## src/rtl/trig_cmd_pkg.sv

```systemverilog
package trig_cmd_pkg;
  localparam int CMD_W  = 9;
  localparam int BUF_W  = 2;
  localparam int EVID_W = 4;
  localparam int CAL_W  = 3;
  localparam int SCAN_W = 3;
  localparam int SID_W  = BUF_W + 1;

  // word kind taken straight from bits 1:0
  typedef enum logic [1:0] {
    K_L1   = 2'b00,
    K_CAL  = 2'b01,
    K_SES  = 2'b10,
    K_CTRL = 2'b11
  } kind_e;

  localparam logic [CAL_W-1:0] CAL_IDLE = 3'b111;

  typedef enum logic [1:0] {
    G_IDLE  = 2'd0,
    G_WLOW  = 2'd1,
    G_WHIGH = 2'd2
  } gate_e;

  typedef struct packed {
    logic              accept;
    logic [BUF_W-1:0]  l1_buf;
    logic              l1_spare;
    logic              ses;
    logic [BUF_W-1:0]  ses_buf;
    logic [EVID_W-1:0] evid;
    logic              cal;
    logic [CAL_W-1:0]  cal_code;
    logic              halt;
    logic              clr;
    logic              test;
    logic              run;
    logic              scan_upd;
    logic [SCAN_W-1:0] scan_sel;
  } dec_t;
endpackage

```

## src/rtl/trig_word_decode.sv

```systemverilog
module trig_word_decode
  import trig_cmd_pkg::*;
(
  input  logic             valid,
  input  logic [CMD_W-1:0] word,
  output dec_t             d
);
  kind_e kind;

  always_comb begin
    kind = kind_e'(word[1:0]);
    d    = '0;
    if (valid) begin
      unique case (kind)
        K_L1: begin
          d.accept   = word[2];
          d.l1_buf   = word[5:4];
          d.l1_spare = word[6] & word[2];
        end
        K_SES: begin
          d.ses     = 1'b1;
          d.ses_buf = word[3:2];
          d.evid    = word[8:5];
        end
        K_CAL: begin
          d.cal_code = word[4:2];
          d.cal      = (word[4:2] != CAL_IDLE);
        end
        K_CTRL: begin
          d.halt     = word[2];
          d.clr      = word[3];
          d.test     = word[4];
          d.run      = word[5];
          d.scan_upd = (word[5:2] == 4'b0000);
          d.scan_sel = word[8:6];
        end
        default: d = '0;
      endcase
    end
  end
endmodule

```

## src/rtl/cmd_fifo.sv

```systemverilog
module cmd_fifo #(
  parameter int W     = 2,
  parameter int DEPTH = 4
) (
  input  logic         clk,
  input  logic         rst,
  input  logic         flush,
  input  logic         push,
  input  logic [W-1:0] din,
  input  logic         pop,
  output logic [W-1:0] dout,
  output logic         empty,
  output logic         full
);
  localparam int AW = (DEPTH > 1) ? $clog2(DEPTH) : 1;
  localparam logic [AW-1:0] LAST = AW'(DEPTH - 1);
  localparam logic [AW:0]   CAP  = (AW+1)'(DEPTH);

  logic [W-1:0] mem [DEPTH];
  logic [AW-1:0] wp, rp;
  logic [AW:0]   cnt;
  logic push_ok, pop_ok;

  assign empty   = (cnt == '0);
  assign full    = (cnt == CAP);
  assign pop_ok  = pop && !empty;
  assign push_ok = push && (!full || pop_ok);
  assign dout    = mem[rp];

  always_ff @(posedge clk) begin
    if (push_ok) mem[wp] <= din;
  end

  always_ff @(posedge clk) begin
    if (rst || flush) begin
      wp  <= '0;
      rp  <= '0;
      cnt <= '0;
    end else begin
      if (push_ok) wp <= (wp == LAST) ? '0 : wp + 1'b1;
      if (pop_ok)  rp <= (rp == LAST) ? '0 : rp + 1'b1;
      cnt <= cnt + {{AW{1'b0}}, push_ok} - {{AW{1'b0}}, pop_ok};
    end
  end
endmodule

```

## src/rtl/readout_gate.sv

```systemverilog
module readout_gate
  import trig_cmd_pkg::*;
#(
  parameter int W = 2
) (
  input  logic         clk,
  input  logic         rst,
  input  logic         flush,
  input  logic         q_empty,
  input  logic [W-1:0] q_data,
  input  logic         ro_done,
  output logic         q_pop,
  output logic         cmd_pulse,
  output logic [W-1:0] cmd_buf,
  output logic         idle
);
  gate_e st;

  assign idle  = (st == G_IDLE);
  assign q_pop = idle && !q_empty && ro_done && !flush;

  always_ff @(posedge clk) begin
    if (rst) begin
      st        <= G_IDLE;
      cmd_pulse <= 1'b0;
      cmd_buf   <= '0;
    end else if (flush) begin
      st        <= G_IDLE;
      cmd_pulse <= 1'b0;
    end else begin
      cmd_pulse <= q_pop;
      if (q_pop) cmd_buf <= q_data;
      unique case (st)
        G_IDLE:  if (q_pop)    st <= G_WLOW;
        G_WLOW:  if (!ro_done) st <= G_WHIGH;
        G_WHIGH: if (ro_done)  st <= G_IDLE;
        default: st <= G_IDLE;
      endcase
    end
  end
endmodule

```

## src/rtl/link_status.sv

```systemverilog
module link_status (
  input  logic clk,
  input  logic rst,
  input  logic clr,
  input  logic ses,
  input  logic test,
  input  logic ovf_evt,
  input  logic sync_lost,
  input  logic drained,
  input  logic q_full,
  output logic done_o,
  output logic error_o,
  output logic wait_o
);
  logic done_r, test_r, ovf_r;
  logic n_done, n_test, n_ovf;

  always_comb begin
    n_done = clr ? 1'b1 : ses ? 1'b0 : drained ? 1'b1 : done_r;
    n_test = clr ? 1'b0 : (test ? ~test_r : test_r);
    n_ovf  = clr ? 1'b0 : (ovf_r | ovf_evt);
  end

  always_ff @(posedge clk) begin
    if (rst) begin
      done_r  <= 1'b1;
      test_r  <= 1'b0;
      ovf_r   <= 1'b0;
      done_o  <= 1'b1;
      error_o <= 1'b0;
      wait_o  <= 1'b0;
    end else begin
      done_r  <= n_done;
      test_r  <= n_test;
      ovf_r   <= n_ovf;
      done_o  <= n_done & ~n_test;
      error_o <= n_ovf | n_test | sync_lost;
      wait_o  <= n_test | (q_full & ~clr);
    end
  end
endmodule

```

## src/rtl/trig_cmd_seq.sv

```systemverilog
module trig_cmd_seq
  import trig_cmd_pkg::*;
#(
  parameter int Q_DEPTH = 4
) (
  input  logic              clk,
  input  logic              rst,
  input  logic              cmd_valid,
  input  logic [CMD_W-1:0]  cmd_word,
  input  logic              bunch_zero,
  input  logic              readout_done,
  input  logic              sync_lost,
  output logic              l1a_fwd,
  output logic [SID_W-1:0]  store_id,
  output logic              readout_cmd,
  output logic [BUF_W-1:0]  readout_buf,
  output logic              scan_start,
  output logic [BUF_W-1:0]  scan_buf,
  output logic [EVID_W-1:0] scan_evid,
  output logic              calib_pulse,
  output logic [CAL_W-1:0]  calib_action,
  output logic              halt_out,
  output logic              run_armed,
  output logic              pipe_fill,
  output logic [SCAN_W-1:0] scan_list,
  output logic              sup_done,
  output logic              sup_error,
  output logic              sup_wait
);
  dec_t             d;
  logic             q_empty, q_full, q_pop, g_idle;
  logic [BUF_W-1:0] q_data;

  trig_word_decode u_dec (
    .valid (cmd_valid),
    .word  (cmd_word),
    .d     (d)
  );

  cmd_fifo #(.W(BUF_W), .DEPTH(Q_DEPTH)) u_q (
    .clk   (clk),
    .rst   (rst),
    .flush (d.clr),
    .push  (d.accept),
    .din   (d.l1_buf),
    .pop   (q_pop),
    .dout  (q_data),
    .empty (q_empty),
    .full  (q_full)
  );

  readout_gate #(.W(BUF_W)) u_gate (
    .clk       (clk),
    .rst       (rst),
    .flush     (d.clr),
    .q_empty   (q_empty),
    .q_data    (q_data),
    .ro_done   (readout_done),
    .q_pop     (q_pop),
    .cmd_pulse (readout_cmd),
    .cmd_buf   (readout_buf),
    .idle      (g_idle)
  );

  link_status u_stat (
    .clk       (clk),
    .rst       (rst),
    .clr       (d.clr),
    .ses       (d.ses),
    .test      (d.test),
    .ovf_evt   (d.accept & q_full & ~q_pop),
    .sync_lost (sync_lost),
    .drained   (q_empty & g_idle),
    .q_full    (q_full),
    .done_o    (sup_done),
    .error_o   (sup_error),
    .wait_o    (sup_wait)
  );

  always_ff @(posedge clk) begin
    if (rst) begin
      l1a_fwd      <= 1'b0;
      store_id     <= '0;
      scan_start   <= 1'b0;
      scan_buf     <= '0;
      scan_evid    <= '0;
      calib_pulse  <= 1'b0;
      calib_action <= '0;
      scan_list    <= '0;
      run_armed    <= 1'b0;
      pipe_fill    <= 1'b0;
      halt_out     <= 1'b0;
    end else begin
      l1a_fwd <= d.accept;
      if (d.accept) store_id <= {d.l1_spare, d.l1_buf};
      scan_start <= d.ses;
      if (d.ses) begin
        scan_buf  <= d.ses_buf;
        scan_evid <= d.evid;
      end
      calib_pulse <= d.cal;
      if (d.cal) calib_action <= d.cal_code;
      if (d.scan_upd) scan_list <= d.scan_sel;
      if (bunch_zero && run_armed) begin
        pipe_fill <= 1'b1;
        run_armed <= 1'b0;
      end
      if (d.clr) begin
        run_armed <= 1'b0;
        pipe_fill <= 1'b0;
        halt_out  <= 1'b0;
      end else if (d.halt) begin
        halt_out  <= 1'b1;
        run_armed <= 1'b0;
        pipe_fill <= 1'b0;
      end else if (d.run) begin
        run_armed <= 1'b1;
        halt_out  <= 1'b0;
      end
    end
  end
endmodule

```

## config.mk

```make
export PLATFORM = sky130hd
export DESIGN_NAME = trig_cmd_seq
export DESIGN_NICKNAME = d
export VERILOG_FILES = /design/src/rtl/trig_cmd_pkg.sv /design/src/rtl/trig_word_decode.sv /design/src/rtl/cmd_fifo.sv /design/src/rtl/readout_gate.sv /design/src/rtl/link_status.sv /design/src/rtl/trig_cmd_seq.sv
export SDC_FILE = /design/constraint.sdc
export NUM_CORES = 1
export LEC_CHECK = 0
export BUFFER_PORTS_ARGS = -buffer_cell sky130_fd_sc_hd__buf_2
export CAP_MARGIN = 20
export CORE_MARGIN = 2
export CORE_UTILIZATION = 45
export DETAILED_ROUTE_END_ITERATION = 10
export PLACE_DENSITY = 0.71
export SETUP_SLACK_MARGIN = 0.3
export SLEW_MARGIN = 20
export SYNTH_ARGS = -nofsm -noshare
export SYNTH_HDL_FRONTEND = slang
export SYNTH_SLANG_ARGS = --single-unit
```

## constraint.sdc

```tcl
create_clock -name clk -period 2.6 [get_ports clk]
set_clock_uncertainty 0.2 [all_clocks]
set_input_delay 0.26 -clock clk [delete_from_list [all_inputs] [get_ports clk]]
set_output_delay 0.26 -clock clk [all_outputs]
set_load 0.05 [all_outputs]
```

Word-level counts from Yosys, hierarchy flattened
Memory sizes are Yosys's and may differ from the RTL's. A register that Yosys moved wholly into a read port is not among the register bits. Index checks and enable logic that the tools add are counted.

Bits in registers: 37. Bits in writable memories: 8. Bits of input ports: 15. Output and inout bits: 27. Word-level logic and storage cells: 97. Memories: 1.

Memory list: u_q.mem (words 4, bits a word 2, read ports 1, clocked after memory_dff 1, write ports 1, RTL line cmd_fifo.sv:19) `logic [W-1:0] mem [DEPTH];`.

Add/subtract/negate cells: 4. Eq/ne operators: 12. Multiplexer cells: 23. Bitwise gates (word level): 14. Reductions and logical operators: 21.

Operators with widths (count): $mux W23 (1); $mux W1 (12); $eq A2 B2 Y1 const B (5); $mux W2 (5); $mux W4 (2); $mux W8 (1); $mux W7 (1); $and A1 B1 Y1 (6); $logic_and A1 B1 Y1 (6); $ne A2 B2 Y1 const B (3); $pmux W2 S3 (1); $add A2 B1 Y2 const B (2); $eq A2 B1 Y1 const B (2); $logic_not A2 Y1 (2); $logic_not A4 Y1 (1); $not A1 Y1 (4); $or A1 B1 Y1 (4); $reduce_bool A2 Y1 (2); $add A3 B1 Y3 (1); $eq A3 B3 Y1 const B (1); $logic_not A1 Y1 (3); $logic_not A3 Y1 (1); $ne A3 B3 Y1 const B (1); $reduce_and A3 Y1 (1); other kinds (5) (6).

Longest topological paths before layout
Depth after elaboration: 11. Mapped depth: 11. Mapped depth without buffers: 10.

By module
A second synthesis with hierarchy kept.

Cells, all modules: 194. Area total of the unflattened synthesis: 2110.8 sq um.

Modules (own cells, without submodules): cmd_fifo (instances 1, cells each 60, area an instance 759.5 sq um, sequential area each 420.4 sq um); trig_cmd_seq (instances 1, cells each 70, area an instance 738.2 sq um, sequential area each 420.4 sq um); readout_gate (instances 1, cells each 19, area an instance 217.7 sq um, sequential area each 100.1 sq um); trig_word_decode (instances 1, cells each 29, area an instance 210.2 sq um, sequential area each 0.0 sq um); link_status (instances 1, cells each 16, area an instance 185.2 sq um, sequential area each 120.1 sq um).

Worst setup path after synthesis
Ideal clock, no wire load.

Kind: reg-to-reg. Start point: register u_q.cnt[2]. End point: register u_q.cnt[2]. Setup time: 0.128 ns. Arrival: 2.152 ns. Required time: 2.272 ns. Path slack: 0.120 ns. Stages on the path, launching flop included: 10. Path buffers: 0. Clock period less this slack: 2.480 ns. Path through: dfxtp_1 > o311ai_2 > inv_1 > ha_1 > inv_1 > ha_1 > fa_1 > xnor2_1 > xnor2_1 > nor2_1.

Cells in the longest elaborated chain, start to end: 10. Elaborated cells between the ends (all ways): 12. Classes of those cells: 2 x add/sub; 1 x eq/ne; 9 x reduce/logical.

RTL lines: from (decl) (RTL line cmd_fifo.sv:21) `logic [AW:0] cnt;`; from (signal assigned) (RTL line cmd_fifo.sv:42) `cnt <= cnt + {{AW{1'b0}}, push_ok} - {{AW{1'b0}}, pop_ok};`; $logic_not A3 Y1 * (RTL line cmd_fifo.sv:24) `assign empty = (cnt == '0);`; $logic_not A1 Y1 * (RTL line cmd_fifo.sv:26, readout_gate.sv:20); $logic_and A1 B1 Y1 (3 in series) (RTL line readout_gate.sv:20) `assign q_pop = idle && !q_empty && ro_done && !flush;`; $logic_and A1 B1 Y1 * (RTL line cmd_fifo.sv:26) `assign pop_ok = pop && !empty;`; net u_q.pop_ok (RTL line cmd_fifo.sv:22) `logic push_ok, pop_ok;`; $logic_or A1 B1 Y1 (RTL line cmd_fifo.sv:27) `assign push_ok = push && (!full || pop_ok);`; $logic_and A1 B1 Y1 (RTL line cmd_fifo.sv:27); $add A3 B1 Y3 (RTL line cmd_fifo.sv:42); $sub A3 B1 Y3 * (RTL line cmd_fifo.sv:42).

Mark *: on every way through the listed nets, which the timed path passes. The rest lies on a longest branch. A chain may end at the register's enable or synchronous reset.

Worst setup path in the final report
Start point: register u_q.cnt[1]. End point: register u_q.cnt[2].

The elaborated chain is that of the path after synthesis.

==> impl_results.md <==
* Hold WS at 0.01576 ns
* Post-DP HPWL at 2773 um
* RePlAce Congestion at 0.7762
* Fin crit share at 0.8707
* GRT Util Overall at 0.1676
* Root buffer cell: clkbuf_8
* Avg Synthesized Cell Area at 10.07 sq um
* Primary FF master, synth: dfxtp_1
* Vias in the first global route at 1409
* Register area share after synthesis at 0.5254
* I/O Pins at 42
* Setup WS pre-CTS at 0.1724 ns
* Run status: complete, no violations
* CTS clk-pin slew, worst paths at 0.09 ns
* Syn Nets at 216
* Placed Area at 0.002216 sq mm
* Starting Density at 0.4755
* CTS tree: built
* F_max at 441.7 MHz
* Flops & latches, synth at 47
* Area Overhead vs Synth at 26.59%
* Post-synth EDFFs at 8
* Final setup vio count at 0
* Pins Over Slew Limit at 0
* Largest net degree at the start of global routing at 25
* Clock Sinks at 47
* Remaining antenna violation count at 0
* Post-synth cell types at 38
* DRT iter0 DRCs at 93
* Input/output buffers at 41
* First-pass GRT wire length at 6513 um
* Die Span Y at 69.71 um
* Worst EP required at 2.58 ns
* RSZ-0062 raised after global routing: true
* DRC Markers at 0
* Endpoints failing hold at 0
* Setup tns final at 0 ns
* Grt total ovfl at 0
* Synth top cells by count: dfxtp_1 (39), nor2_1 (22), nand2_1 (21), a21oi_1 (20), inv_1 (10)
* FF+latch area at 0.001035 sq mm
* Layout cells sized above 1 at 0.3333
* P_leak at 1.074 nW
* Critical path class: flip-flop to flip-flop
* Arrival time worst endpoint at 2.25 ns
* FILL cells at 367
* DIE AREA at 0.004859 sq mm
* Synth Instances at 193
* Via count at 1519
* HP Class: input port to flip-flop
* Post-layout net count at 268
* Diode count at 0
* Initial antenna violation count at 0
* CTS H-tree lvls at 2
* Final worst slack at 0.3361 ns
* Post-synth top area share at 0.4018
* Peak VDD IR at 0.3741 mV
* Top area cells in the synthesized netlist: dfxtp_1 (40%), edfxtp_1 (12%), a21oi_1 (5.2%), ha_1 (4.5%), nor2_1 (4.2%)
* DIE WIDTH at 69.71 um
* Routed len/inst at 13.46 um
* Yosys Warn Count at 0
* Fin crit period at 2.264 ns
* Final instance area at 0.002460 sq mm
* Largest driver fanout on the critical path at 5
* Startpoint Class: flip-flop
* PwrDens at 804.6 mW/mm^2
* First-pass DRT Iterations at 4
* Core Area at 0.004086 sq mm
* Row count at 23
* Count leader, synth: dfxtp_1
* Multi-input gate area at 902.1 sq um
* CTS Buf Count at 5
* Clk Latency, worst-skew pair at 0.30 ns
* FFs w/ async S/R, synth at 0
* Slew of the pin with the lowest slew margin at 0.6027 ns
* Clock Tree Buf Depth at 2
* Crit. End Element: flip-flop
* DR vias/cell at 5.132
* Largest area contributor in the netlist: dfxtp_1
* Relative slew slack at 0.5945
* Total Wirelength at 3983 um
* Max_cap viols at 0
* Netlist Area Pre-Place at 0.001943 sq mm
-- final cells by class --
| cell class | instances | area share |
|---|---|---|
| Sequential cell | 47 | 0.4206 |
| Multi-Input combinational cell | 127 | 0.3667 |
| Timing Repair Buffer | 54 | 0.1261 |
| Clock buffer | 5 | 0.02798 |
| Tap cell | 50 | 0.02543 |
| Clock inverter | 3 | 0.01780 |
| Inverter | 10 | 0.01526 |
-- worst max-delay path, cell delays in order, from the launching register on --
cell and delay, ns:
dfxtp_4 0.37, o311ai_4 0.30, inv_2 0.09, ha_4 0.27
inv_2 0.04, ha_4 0.15, fa_2 0.35, xnor2_2 0.15
xnor2_1 0.17, nor2_1 0.06
-- cell families (layout without fill, tap and decap cells) --
kind of cell,count (synthesis),after routing,synth area share
buffers and inverters,19,72,0.03993
adder cells (fa/ha/maj),8,8,0.05538
AND/OR/NAND/NOR,76,76,0.2016
multiplexers,8,8,0.05409
flip-flops,47,47,0.5254
XOR/XNOR,4,4,0.01803
AO/OA/AOI/OAI,31,31,0.1056
-- report_power, final --
| part | switching, W | total [W] | internal (W) |
|---|---|---|---|
| registers | 0.0000598 | 0.000869 | 0.000809 |
| clock network | 0.000248 | 0.000534 | 0.000286 |
| logic | 0.000312 | 0.000577 | 0.000265 |
| total | 0.000619 | 0.00198 | 0.00136 |
-- layer usage --
metal	track usage	share of wire	wire, um	vias to the layer above
met4	0.06838	0.015	59	0
met5	0	0	0	-
met2	0.2639	0.48	1924	36
met1	0.2215	0.45	1811	713
met3	0.04070	0.047	187	7
li1	-	-	-	763
-- final timing paths --
check | startpoint | to | slack (ns) | depth (start not counted)
worst min-delay path | cmd_word[6] | store_id[2] | 0.02 | 3
worst min register to register | store_id[0] | store_id[0] | 0.26 | 2
worst max-delay path | u_q.cnt[1] | u_q.cnt[2] | 0.34 | 9
worst max register to register | u_q.cnt[1] | u_q.cnt[2] | 0.34 | 9
-- metrics by stage --
step / cells / total power (W) / util
global placement: 278 / 0.001339 / 0.5423
detailed placement: 278 / 0.001353 / 0.5423
CTS: 291 / 0.001908 / 0.5827
floorplan: 193 / 0.001246 / -
global route: 296 / 0.002078 / 0.6020
finish: 296 / 0.001979 / 0.6020
-- layout by cell type (no fill, tap or decap), drive strengths merged, types with 2 or more instances in the layout --
cell type / n
or3b: 2
edfxtp: 8
inv: 10
mux4: 2
o21ai: 2
clkinv: 2
xnor2: 3
a21oi: 22
dlygate4sd3: 3
a311oi: 2
mux2i: 6
nor3b: 4
dfxtp: 39
buf: 51
nand2b: 2
nor3: 6
ha: 7
nand2: 21
nand4: 2
nor2: 22
and2: 2
and3: 5
clkbuf: 5
nand3b: 2
nand3: 5
-- timing repair --
action,in CTS,in global routing
hold endpoints to repair,3,0
setup buffers,2,5
hold buffers,3,0
pin swaps,3,6
gates resized for setup,4,11
setup endpoints to repair,1,2
gates cloned,0,0
-- state kept, by name (all words and copies together), names as in the netlist --
register / flops
u_gate.cmd_pulse: 1
u_q.mem: 8
store_id: 3
scan_evid: 4
pipe_fill: 1
u_q.rp: 2
u_q.wp: 2
u_stat.error_o: 1
scan_buf: 2
u_gate.st: 2
u_q.cnt: 3
u_stat.test_r: 1
u_stat.wait_o: 1
u_stat.done_o: 1
u_gate.cmd_buf: 2
u_stat.ovf_r: 1
calib_pulse: 1
halt_out: 1
scan_start: 1
u_stat.done_r: 1
calib_action: 3
scan_list: 3
run_armed: 1
l1a_fwd: 1
Note: power is estimated with default switching activity, not from simulation.
